[src/rtl/tlb_lastreg.sv]
module tlb_lastreg #(
  parameter int VPN_W   = 20,
  parameter int PFN_W   = 16,
  parameter int ENTRIES = 8,
  localparam int IDX_W  = (ENTRIES > 1) ? $clog2(ENTRIES) : 1
) (
  input  logic             clk,
  input  logic             rst_n,
  input  logic             req_valid,
  output logic             req_ready,
  input  logic [VPN_W-1:0] req_vpn,
  input  logic             req_write,
  output logic             rsp_valid,
  output logic [PFN_W-1:0] rsp_pfn,
  output logic             rsp_fault,
  output logic             pt_req_valid,
  input  logic             pt_req_ready,
  output logic [VPN_W-1:0] pt_req_vpn,
  input  logic             pt_rsp_valid,
  input  logic [PFN_W-1:0] pt_rsp_pfn,
  input  logic             pt_rsp_present,
  input  logic             inv_en,
  input  logic [VPN_W-1:0] inv_vpn,
  input  logic             clr_ref,
  input  logic [IDX_W-1:0] st_idx,
  output logic             st_valid,
  output logic             st_ref,
  output logic             st_mod,
  output logic [VPN_W-1:0] st_vpn,
  output logic [PFN_W-1:0] st_pfn
);

  typedef enum logic [1:0] {S_IDLE, S_LOOK, S_PTREQ, S_PTWAIT} state_t;
  state_t state;

  logic [VPN_W-1:0]   e_vpn [ENTRIES];
  logic [PFN_W-1:0]   e_pfn [ENTRIES];
  logic [ENTRIES-1:0] e_val, e_ref, e_mod;

  logic             lr_valid;
  logic [VPN_W-1:0] lr_vpn;
  logic [PFN_W-1:0] lr_pfn;
  logic [IDX_W-1:0] lr_idx;

  logic [VPN_W-1:0] q_vpn;
  logic             q_wr;

  logic [ENTRIES-1:0] hit_vec;
  logic [IDX_W-1:0]   hit_idx, victim;

  wire accept  = req_valid && req_ready;
  wire lr_hit  = lr_valid && (lr_vpn == req_vpn);
  wire fast    = accept && lr_hit;
  wire arr_hit = (state == S_LOOK) && (|hit_vec);
  wire fill    = (state == S_PTWAIT) && pt_rsp_valid && pt_rsp_present;
  wire fault   = (state == S_PTWAIT) && pt_rsp_valid && !pt_rsp_present;
  wire touch_wr = fast ? req_write : q_wr;

  assign req_ready    = (state == S_IDLE) && !inv_en;
  assign pt_req_valid = (state == S_PTREQ);
  assign pt_req_vpn   = q_vpn;

  assign st_valid = e_val[st_idx];
  assign st_ref   = e_ref[st_idx];
  assign st_mod   = e_mod[st_idx];
  assign st_vpn   = e_vpn[st_idx];
  assign st_pfn   = e_pfn[st_idx];

  always_comb begin
    hit_idx = '0;
    for (int i = ENTRIES - 1; i >= 0; i--)
      if (hit_vec[i]) hit_idx = IDX_W'(i);
  end

  always_comb begin
    logic found;
    victim = '0;
    found  = 1'b0;
    for (int i = 0; i < ENTRIES; i++)
      if (!found && !e_val[i]) begin
        victim = IDX_W'(i);
        found  = 1'b1;
      end
    for (int i = 0; i < ENTRIES; i++)
      if (!found && !e_ref[i]) begin
        victim = IDX_W'(i);
        found  = 1'b1;
      end
  end

  for (genvar g = 0; g < ENTRIES; g++) begin : g_ent
    wire write_g = fill && (victim == IDX_W'(g));
    wire touch_g = (fast && lr_idx == IDX_W'(g)) ||
                   (arr_hit && hit_idx == IDX_W'(g));

    assign hit_vec[g] = e_val[g] && (e_vpn[g] == q_vpn);

    always_ff @(posedge clk) begin
      if (!rst_n) begin
        e_val[g] <= 1'b0;
        e_ref[g] <= 1'b0;
        e_mod[g] <= 1'b0;
        e_vpn[g] <= '0;
        e_pfn[g] <= '0;
      end else begin
        if (inv_en && e_val[g] && e_vpn[g] == inv_vpn) e_val[g] <= 1'b0;
        if (clr_ref) e_ref[g] <= 1'b0;
        if (touch_g) begin
          e_ref[g] <= 1'b1;
          if (touch_wr) e_mod[g] <= 1'b1;
        end
        if (write_g) begin
          e_val[g] <= 1'b1;
          e_ref[g] <= 1'b1;
          e_mod[g] <= q_wr;
          e_vpn[g] <= q_vpn;
          e_pfn[g] <= pt_rsp_pfn;
        end
      end
    end
  end

  always_ff @(posedge clk) begin
    if (!rst_n) begin
      lr_valid <= 1'b0;
      lr_vpn   <= '0;
      lr_pfn   <= '0;
      lr_idx   <= '0;
    end else if (inv_en) begin
      lr_valid <= 1'b0;
    end else if (arr_hit) begin
      lr_valid <= 1'b1;
      lr_vpn   <= q_vpn;
      lr_pfn   <= e_pfn[hit_idx];
      lr_idx   <= hit_idx;
    end else if (fill) begin
      lr_valid <= 1'b1;
      lr_vpn   <= q_vpn;
      lr_pfn   <= pt_rsp_pfn;
      lr_idx   <= victim;
    end
  end

  always_ff @(posedge clk) begin
    if (!rst_n) begin
      state <= S_IDLE;
      q_vpn <= '0;
      q_wr  <= 1'b0;
    end else begin
      case (state)
        S_IDLE:   if (accept && !lr_hit) begin
                    q_vpn <= req_vpn;
                    q_wr  <= req_write;
                    state <= S_LOOK;
                  end
        S_LOOK:   state <= arr_hit ? S_IDLE : S_PTREQ;
        S_PTREQ:  if (pt_req_ready) state <= S_PTWAIT;
        S_PTWAIT: if (pt_rsp_valid) state <= S_IDLE;
        default:  state <= S_IDLE;
      endcase
    end
  end

  always_ff @(posedge clk) begin
    if (!rst_n) begin
      rsp_valid <= 1'b0;
      rsp_fault <= 1'b0;
      rsp_pfn   <= '0;
    end else begin
      rsp_valid <= fast || arr_hit || fill;
      rsp_fault <= fault;
      if (fast)         rsp_pfn <= lr_pfn;
      else if (arr_hit) rsp_pfn <= e_pfn[hit_idx];
      else if (fill)    rsp_pfn <= pt_rsp_pfn;
    end
  end

endmodule

[config.mk]
export PLATFORM = sky130hd
export DESIGN_NAME = tlb_lastreg
export DESIGN_NICKNAME = d
export VERILOG_FILES = /design/src/rtl/tlb_lastreg.sv
export SDC_FILE = /design/constraint.sdc
export NUM_CORES = 1
export LEC_CHECK = 0
export BUFFER_PORTS_ARGS = -buffer_cell sky130_fd_sc_hd__buf_2
export CORE_AREA = 5 5 245 223
export DETAILED_ROUTE_END_ITERATION = 8
export DIE_AREA = 0 0 250 228
export GPL_TIMING_DRIVEN = 0
export MAX_ROUTING_LAYER = met4
export PLACE_DENSITY = 0.74
export REMOVE_ABC_BUFFERS = 1
export SKIP_LAST_GASP = 1
export SYNTH_ARGS = -nofsm -noshare
export SYNTH_HDL_FRONTEND = slang
export SYNTH_SLANG_ARGS = --single-unit
[constraint.sdc]
create_clock -name clk -period 3.1 [get_ports clk]
set_input_delay 0 -clock clk [delete_from_list [all_inputs] [get_ports clk]]
set_output_delay 0 -clock clk [all_outputs]
set_load 0.05 [all_outputs]
* Word level (Yosys, flattened, before mapping)
Memories as Yosys holds them, arrays and structs flattened.
Index checks and enable logic that the tools add are counted.
** Operators by class
- Shifts and indexed selects :: 0
- Multipliers :: 0
- Add/sub/neg operators :: 0
- Muxes and demuxes :: 150
- Divide/modulo/power cells :: 0
- Equal/unequal tests :: 44
- Bitwise operators :: 18
- Order comparisons :: 1
- Reductions and logical operators :: 165
** Operators by type and width (count)
- $eq A20 B20 Y1 :: 17
- $mux W20 :: 10
- $mux W16 :: 11
- $mux W1 :: 97
- $logic_and A1 B1 Y1 :: 72
- $mux W3 :: 24
- $reduce_bool A2 Y1 :: 25
- $eq A3 B3 Y1 const B :: 12
- $logic_not A1 Y1 :: 32
- $reduce_bool A3 Y1 :: 9
- $reduce_and A2 Y1 :: 10
- $eq A3 B2 Y1 const B :: 6
- $or A1 B1 Y1 :: 16
- $logic_or A1 B1 Y1 :: 10
- $bmux W1 S3 :: 3
- $eq A3 B1 Y1 const B :: 3
- $logic_not A3 Y1 :: 3
- $mux W2 :: 4
- $pmux W2 S4 :: 1
- $reduce_or A8 Y1 :: 1
- $eq A2 B2 Y1 const B :: 2
- $lt A3 B4 Y1 const B :: 1
- $ne A2 B1 Y1 const B :: 2
- $reduce_and A3 Y1 :: 1
- 5 further kinds :: 6
** Storage, ports and cells
- Register bits after elaboration :: 105
- Output and inout bits :: 79
- Input bits :: 68
- Bits in writable memories :: 288
- Latch bits :: 0
- ROM bits :: 0
- Memories kept :: 2
- Word-level logic and storage cells :: 414
** Memories
- e_vpn :: depth 8, bits a word 20, rd ports 9, clocked after memory_dff 0, wr ports 8, RTL line 36 : logic [VPN_W-1:0] e_vpn [ENTRIES];
- e_pfn :: depth 8, bits a word 16, rd ports 2, clocked after memory_dff 0, wr ports 8, RTL line 37 : logic [PFN_W-1:0] e_pfn [ENTRIES];

* Logic depth before layout (Yosys ltp)
Gate-level depths: netlist (run 1).
- Depth after elaboration :: 51
- Mapped depth :: 13
- Mapped depth without buffers :: 9

* Worst setup path before layout (run 1)
OpenSTA, ideal clock, no wires.
- Kind :: reg-to-reg
- From :: reg e_val[4]
- To :: mem e_pfn[5][0], enable pin
- Path buffers :: 3
- Data required time :: 2596 ps
- Data arrival time :: 2835 ps
- Setup slack :: -239 ps
- Stages on the path, launching flop included :: 11
- Period minus slack after synthesis :: 3339 ps
- Cells stage by stage :: dfxtp_1 clkbuf_1 nand4_1 nor3_1 nand2_1 or4_1 nand2_1 or3_1 clkbuf_1 buf_1 nand2_1
** RTL lines
- start: declaration :: RTL line 38 : logic [ENTRIES-1:0] e_val, e_ref, e_mod;
- start signal: indexed assignment :: RTL line 100 : e_val[g] <= 1'b0;
- start signal: indexed assignment :: RTL line 113 : e_val[g] <= 1'b1;
- end: declaration :: RTL line 37

* Worst setup path after layout (run 1)
- From :: reg q_vpn[16], in the netlist pt_req_vpn[16]
- To :: reg lr_pfn[4]
** On the way
- Cells in the longest elaborated chain, start to end :: 12
- Elaborated cells between the ends (all ways) :: 30
- Classes of those cells :: eq/ne (8); mux (9); reduce/logical (12); memory (1)
** Ends and longest elaborated chain
- start: declaration :: RTL line 45 : logic [VPN_W-1:0] q_vpn;
- start signal: assignment :: RTL line 152 : q_vpn <= req_vpn;
- $eq A20 B20 Y1 :: RTL line 96 : assign hit_vec[g] = e_val[g] && (e_vpn[g] == q_vpn);
- $logic_and A1 B1 Y1 :: RTL line 96
- $mux W3 (8 in series) :: RTL line 72 : if (hit_vec[i]) hit_idx = IDX_W'(i);
- $mem_v2 Z8 W16
- $mux W16 :: RTL line 131 : end else if (arr_hit) begin
- end signal: assignment :: RTL line 134 : lr_pfn <= e_pfn[hit_idx];
- end signal: assignment :: RTL line 139 : lr_pfn <= pt_rsp_pfn;
- end: declaration :: RTL line 42 : logic [PFN_W-1:0] lr_pfn;
Several ways; a longest one is shown, not always the timed one.
A chain may end at the register's enable or synchronous reset.

==> results of run 1 <==
## logic make-up (layout without fill, tap and decap cells)
kind of cell | count (synthesis) | in the layout | share of synthesized area (%)
flops | 393 | 393 | 46.60
buf+inv | 228 | 534 | 4.236
xor+xnor | 339 | 339 | 13.10
other cells | 0 | 3 | 0
simple gates | 765 | 767 | 18.13
compound gates | 232 | 233 | 6.725
mux | 156 | 156 | 11.22
## final cells by class
cell class	count	area share, %
multi-input combinational	1495	43.32
antenna	3	0.02549
sequential	393	36.77
clock inverter	23	0.6669
clock buffer	58	4.269
timing repair buffer	395	11.27
inverter	58	0.7562
tap	688	2.923
## timing repair
action,4_1_cts,5_1_grt
hold endpoints to repair,181,0
hold buffers,44,0
endpoints found under the setup margin,565,427
gates cloned,4,3
pin swaps,34,121
setup buffers,77,97
gates resized for setup,126,157
## worst min path at each step
stage           endpoint           start  slack, ps  cells past startpoint
2_1_floorplan  rsp_fault  pt_rsp_present         80                      1
3_3_place_gp   rsp_fault  pt_rsp_present        200                      2
3_5_place_dp   rsp_fault  pt_rsp_present        210                      2
4_1_cts         e_val[4]     inv_vpn[15]         30                      4
5_1_grt         e_val[4]     inv_vpn[15]         50                      4
6_report        e_val[4]     inv_vpn[15]         60                      4
## layout by cell type, fill, tap and decap left out, types with 10 or more instances in the layout
master           n
a21oi_1         60
a222oi_1        13
a31oi_1         23
and2_1         190
buf_12          22
buf_2          144
buf_4          153
buf_6           14
clkbuf_16       50
clkinv_1        16
dfxtp_1         81
dfxtp_4         20
dlygate4sd3_1   44
edfxtp_1       288
inv_1           43
mux2_2          40
mux2i_1         32
mux4_2          78
nand2_1        114
nand3_1         28
nand4_1         93
nor2_1          48
nor2_4          22
nor3_1         129
nor3_2          16
nor4_1          28
o211ai_1        17
o21ai_0         38
o2bb2ai_1       10
xnor2_1        138
xnor2_2         39
xor2_1         151
## metrics by stage
stage,power (µW),hold slack (ps),instance area [µm²],TNS [ps],worst slack (ps)
after floorplan,7149,76.74,22310,-93260,-1556
after CTS,13220,30.02,27680,-30320,-356.8
after detailed placement,7874,207.7,24520,-337940,-1876
after global placement,7816,204.5,23900,-1007170,-3800
final,13470,58.44,29450,-2735,-161.6
after global routing,13770,50.82,29450,-5125,-234.4
## metal layers
metal	wire length, µm	global-route usage (%)	part of all wire, %
met3	11610	6.963	13
met1	32740	38.01	36
met2	41000	45.84	46
met4	4599	11.37	5.1
met5	0	-	0
## worst register-to-register path: cells and delay by family (launching register included)
| kind | cells | cell delay [ps] |
|---|---|---|
| AO/OA/AOI/OAI | 3 | 760 |
| buffers and inverters | 3 | 540 |
| AND/OR/NAND/NOR | 5 | 1270 |
| XOR/XNOR | 1 | 180 |
| flip-flops | 1 | 400 |
## power by group through the flow
stage	clock network [µW]	registers, µW	logic (µW)
finish	5320	6090	2060
global route	5540	6100	2120
detailed placement	0	6220	1650
CTS	5300	6080	1830
global placement	0	6220	1600
floorplan	0	6140	1010
## flip-flops by register name (all words and copies together), names as in the netlist, 3 cells and up, named ones only
register	cells
lr_idx	3
e_val	8
e_pfn	128
e_vpn	160
e_mod	8
lr_vpn	20
pt_req_vpn	20
e_ref	8
rsp_pfn	16
lr_pfn	16
==> flow_metrics.env, run 1 <==
export IMPL_rsz0062_at_grt="yes"
export IMPL_hpwl_mm=56.10
export IMPL_status="finished, violations left"
export IMPL_grt_ovfl_total=0
export IMPL_cts_buffers=44
export IMPL_core_area_um2=51500
export IMPL_num_rows=79
export IMPL_arrival_ps=3730
export IMPL_critical_path_cell_chain="buf_6 > xor2_2 > nor4_4 > nand2_1 > or3_4 > nor3b_4 > buf_12 > a222oi_1 > o211ai_1 > buf_4 > nor3_2 > a21oi_1"
export IMPL_wirelength_mm=89.94
export IMPL_multi_input_area_um2=12760
export IMPL_finalCriticalPeriod_ps=3262
export IMPL_synth_edf_count=288
export IMPL_synthDistinctLibCells=73
export IMPL_synth_most_common_cell="edfxtp_1"
export IMPL_cpLargestDelayFamily="simple AND/OR/NAND/NOR gates"
export IMPL_hold_viol_final=0
export IMPL_worstSetupStartpointType="flop"
export IMPL_power_density_nw_per_um2=457.3
export IMPL_worst_pin_slew_ps=1319
export IMPL_critical_path_class="flop to flop"
export IMPL_cp_required_ps=3570
export IMPL_die_h_um=228
export IMPL_grt_max_degree=129
export IMPL_clk_pin_slew_ps=60
export IMPL_syn_cell_area_um2=23070
export IMPL_utilization_pct=57.19
export IMPL_portBuffers=146
export IMPL_async_flop_share_pct=0
export IMPL_hold_class="input pin to flop"
export IMPL_start_util_pct=44.80
export IMPL_nNetsFinal=2455
export IMPL_dpl_cell_count=2803
export IMPL_clk_latency_ps=590
export IMPL_power_switching_uw=3815
export IMPL_grt_util_all_layers_pct=29.57
export IMPL_drt_iter0_drc=2957
export IMPL_clkPwrFrac_pct=39.5
export IMPL_cp_num_cells=12
export IMPL_p_int_uw=9655
export IMPL_worstReg2RegEnd="lr_pfn[4]"
export IMPL_regArea_um2=10830
export IMPL_gp_congestion=0.9810
export IMPL_vdd_drop_max_uv=396.2
export IMPL_crit_buf_inv=3
export IMPL_grt_pass1_wl_mm=125.2
export IMPL_slowest_stage="a222oi_1"
export IMPL_synthCells=2113
export IMPL_die_x_um=250
export IMPL_p_leak_uw=0.01055
export IMPL_finalMaxSlewViolations=0
export IMPL_avgSynthCellArea_um2=10.92
export IMPL_ant_nets=0
export IMPL_wl_per_cell_um=28.89
export IMPL_fin_cells=3113
export IMPL_synthTopCellsByArea="edfxtp_1 37%, dfxtp_1 9.1%, mux4_2 7.6%"
export IMPL_fin_skew_ps=18.11
export IMPL_r2r_slack_ps=-160
export IMPL_end_kind="flop"
export IMPL_yosys_area_top_type_share_pct=37.49
export IMPL_cp_endpoint="lr_pfn[4]"
export IMPL_tritoncts="done"
export IMPL_die_area_um2=57000
export IMPL_areaGrowthSynthToFinish_pct=27.66
export IMPL_netlist_top_cells_count="288 x edfxtp_1, 190 x and2_1, 179 x xnor2_1"
export IMPL_antenna_found_initial=3
export IMPL_fin_crit_sh_pct=105.2
export IMPL_clock_sinks=393
export IMPL_vias_per_cell=6.521
export IMPL_combPwrFrac_pct=15.3
export IMPL_first_pass_iters=8
export IMPL_slew_limit_headroom_pct=12.08
export IMPL_clockRootBuffer="clkbuf_16"
export IMPL_htreeDepth=2
export IMPL_ys_warn_count=0
export IMPL_yosysSeqAreaShare_pct=46.60
export IMPL_power_frac_seq_pct=45.2
export IMPL_r2r_cells=12
export IMPL_layout_drive_gt1_share_pct=31.54
export IMPL_synth_top_area_cell="edfxtp_1"
export IMPL_cts_path_max_buffers=3
export IMPL_io_pins=147
export IMPL_synthFlopType="edfxtp_1"
export IMPL_cp_startpoint="pt_req_vpn[16]"
export IMPL_violations="negative setup slack"
export IMPL_dr_total_vias=20300
export IMPL_path_max_fanout=8
export IMPL_synth_seq_cells=393
export IMPL_maxCapViolations=0
export IMPL_first_global_vias=19430
export IMPL_slowest_delay_ps=450
export IMPL_timing_fmax_ghz=0.3066
export IMPL_setup_viol=61
export IMPL_swShare_pct=28.32
export IMPL_setup_ws_ps=-161.6
export IMPL_post_route_drc_count=0
export IMPL_r2r_start="pt_req_vpn[16]"
export IMPL_nFillCells=3970
Note: power is estimated with default switching activity, not from simulation.
==> run 2: changes to the inputs <==
RECOVER_POWER = 50   (was not set)
SLEW_MARGIN = 10   (was not set)
==> run 2 against run 1 <==
The run still ends with negative setup slack left. Global-route usage grew 0.47 points. Via count grew 2.0%. Design area up 1.4%. Routed wire length grew 3.0%. Combinational power is essentially flat. Maximum frequency decreased by 0.17%. Critical path depth unchanged. Non-clock buffer count increased by 32.
==> flow_metrics.env, run 2 (same netlist as run 1, synthesis figures left out) <==
export IMPL_post_route_drc_count=0
export IMPL_whs_ps=54.44
export IMPL_clk_latency_ps=590
export IMPL_slowest_delay_ps=600
export IMPL_dpl_cell_count=2804
export IMPL_wl_per_cell_um=29.48
export IMPL_largest_reg_flops=160
export IMPL_die_area_um2=57000
export IMPL_dr_total_vias=20720
export IMPL_grt_util_all_layers_pct=30.05
export IMPL_slew_limit_headroom_pct=11.84
export IMPL_fin_area_um2=29860
export IMPL_power_density_nw_per_um2=463.7
export IMPL_setup_ws_ps=-167.2
export IMPL_ant_nets=0
export IMPL_areaGrowthSynthToFinish_pct=29.42
export IMPL_timing_fmax_ghz=0.3061
export IMPL_nNetsFinal=2489
export IMPL_vias_per_cell=6.589
export IMPL_status="finished, violations left"
export IMPL_slowest_stage="or4_4"
export IMPL_hold_class="input pin to flop"
export IMPL_layout_drive_gt1_share_pct=29.72
export IMPL_fin_crit_sh_pct=105.4
export IMPL_path_max_fanout=10
export IMPL_cts_buffers=44
export IMPL_use_met2_pct=47.04
export IMPL_p_leak_uw=0.01053
export IMPL_gr_usage_met3_pct=6.861
export IMPL_n_antenna_cell=0
export IMPL_mostFrequentLayoutCells="288 x edfxtp_1, 189 x and2_1, 158 x buf_4"
export IMPL_start_util_pct=44.80
export IMPL_worstSetupStartpointType="flop"
export IMPL_tritoncts="done"
export IMPL_grt_max_degree=107
export IMPL_cts_path_max_buffers=3
export IMPL_maxCapViolations=0
export IMPL_drt_iter0_drc=3155
export IMPL_grt_pass1_wl_mm=127.1
export IMPL_dp_slack_ps=-2015
export IMPL_setup_viol=137
export IMPL_gp_congestion=0.9810
export IMPL_rsz0062_at_grt="yes"
export IMPL_die_x_um=250
export IMPL_clockRootBuffer="clkbuf_16"
export IMPL_wirelength_mm=92.68
export IMPL_portBuffers=146
export IMPL_critical_path_cell_chain="buf_6 > xnor2_2 > nand4_1 > or4_4 > nor2_1 > o311ai_4 > buf_12 > buf_16 > mux2i_4 > nor2_4 > o31ai_2 > a31oi_1"
export IMPL_finalMaxSlewViolations=0
export IMPL_end_kind="flop"
export IMPL_finalCriticalPeriod_ps=3267
export IMPL_io_pins=147
export IMPL_first_pass_iters=8
export IMPL_antenna_found_initial=0
export IMPL_place_area_um2=24530
export IMPL_hold_viol_final=0
export IMPL_critical_path_class="flop to flop"
export IMPL_fin_cells=3144
export IMPL_cp_required_ps=3550
export IMPL_hpwl_mm=56.30
export IMPL_fin_skew_ps=19.84
export IMPL_core_area_um2=51500
export IMPL_violations="negative setup slack"
export IMPL_clock_sinks=393
export IMPL_use_met1_pct=38.11
export IMPL_num_rows=79
export IMPL_worst_pin_slew_ps=1322
export IMPL_die_h_um=228
export IMPL_reg_largest_list="e_vpn: 160 flops, e_pfn: 128 flops"
export IMPL_mostFrequentLayoutCell="edfxtp_1"
export IMPL_largest_register="e_vpn"
export IMPL_grt_ovfl_total=0
export IMPL_htreeDepth=2
export IMPL_first_global_vias=19730
export IMPL_clk_pin_slew_ps=60
export IMPL_vdd_drop_max_uv=515.5
export IMPL_grt_busiest_layer="met2"
export IMPL_arrival_ps=3720
[run 2: final cells by class]
cell class | count | area (µm²)
Clock inverter | 24 | 285.3
Inverter | 58 | 222.7
Fill cell | 3950 | 21640
Tap cell | 688 | 860.8
Clock buffer | 57 | 1264
Timing Repair Buffer | 427 | 3583
Multi-Input combinational cell | 1497 | 12810
Sequential cell | 393 | 10830
[run 2: metrics by stage]
stage,util [%],TNS (ps),total power (µW)
6_report,57.98,-7016,13850
5_1_grt,57.98,-10880,14120
4_1_cts,54.99,-30020,13600
3_5_place_dp,47.63,-360730,7872
3_3_place_gp,46.42,-1007170,7816
2_1_floorplan,-,-93260,7149
[run 2: layer usage]
layer | part of all wire [%] | vias up
met2 | 46 | 1828
met5 | 0 | -
li1 | - | 8377
met3 | 13 | 435
met1 | 35 | 10080
met4 | 5.5 | 0
[run 2: final timing paths]
| path | start | endpoint | slack (ps) | cells after the start |
|---|---|---|---|---|
| worst max-delay path | pt_req_vpn[5] | rsp_pfn[2] | -170 | 12 |
| worst max register to register | pt_req_vpn[5] | rsp_pfn[2] | -170 | 12 |
| worst min register to register | lr_vpn[9] | lr_vpn[9] | 470 | 2 |
| worst min-delay path | inv_vpn[17] | e_val[5] | 50 | 4 |
[run 2: critical path, delay by kind of cell (launching register included)]
kind	cells	cell delay [ps]
compound gates	3	610
xor+xnor	1	150
buf+inv	3	550
flops	1	480
mux	1	190
simple gates	4	1120
[run 2: power by group]
part           internal, µW  switching (µW)  total, µW  leakage (µW)
sequential             5810             282       6090       0.00372
clock                  3380            2290       5680      0.000769
combinational           810            1270       2080       0.00605
[run 2: repair_timing]
item,4_1_cts,5_1_grt
setup endpoints to repair,567,407
buffers inserted,110,97
endpoints found under the hold margin,181,0
hold buffers,44,0
pin swaps,60,80
gates cloned,5,5
gates resized for setup,158,149
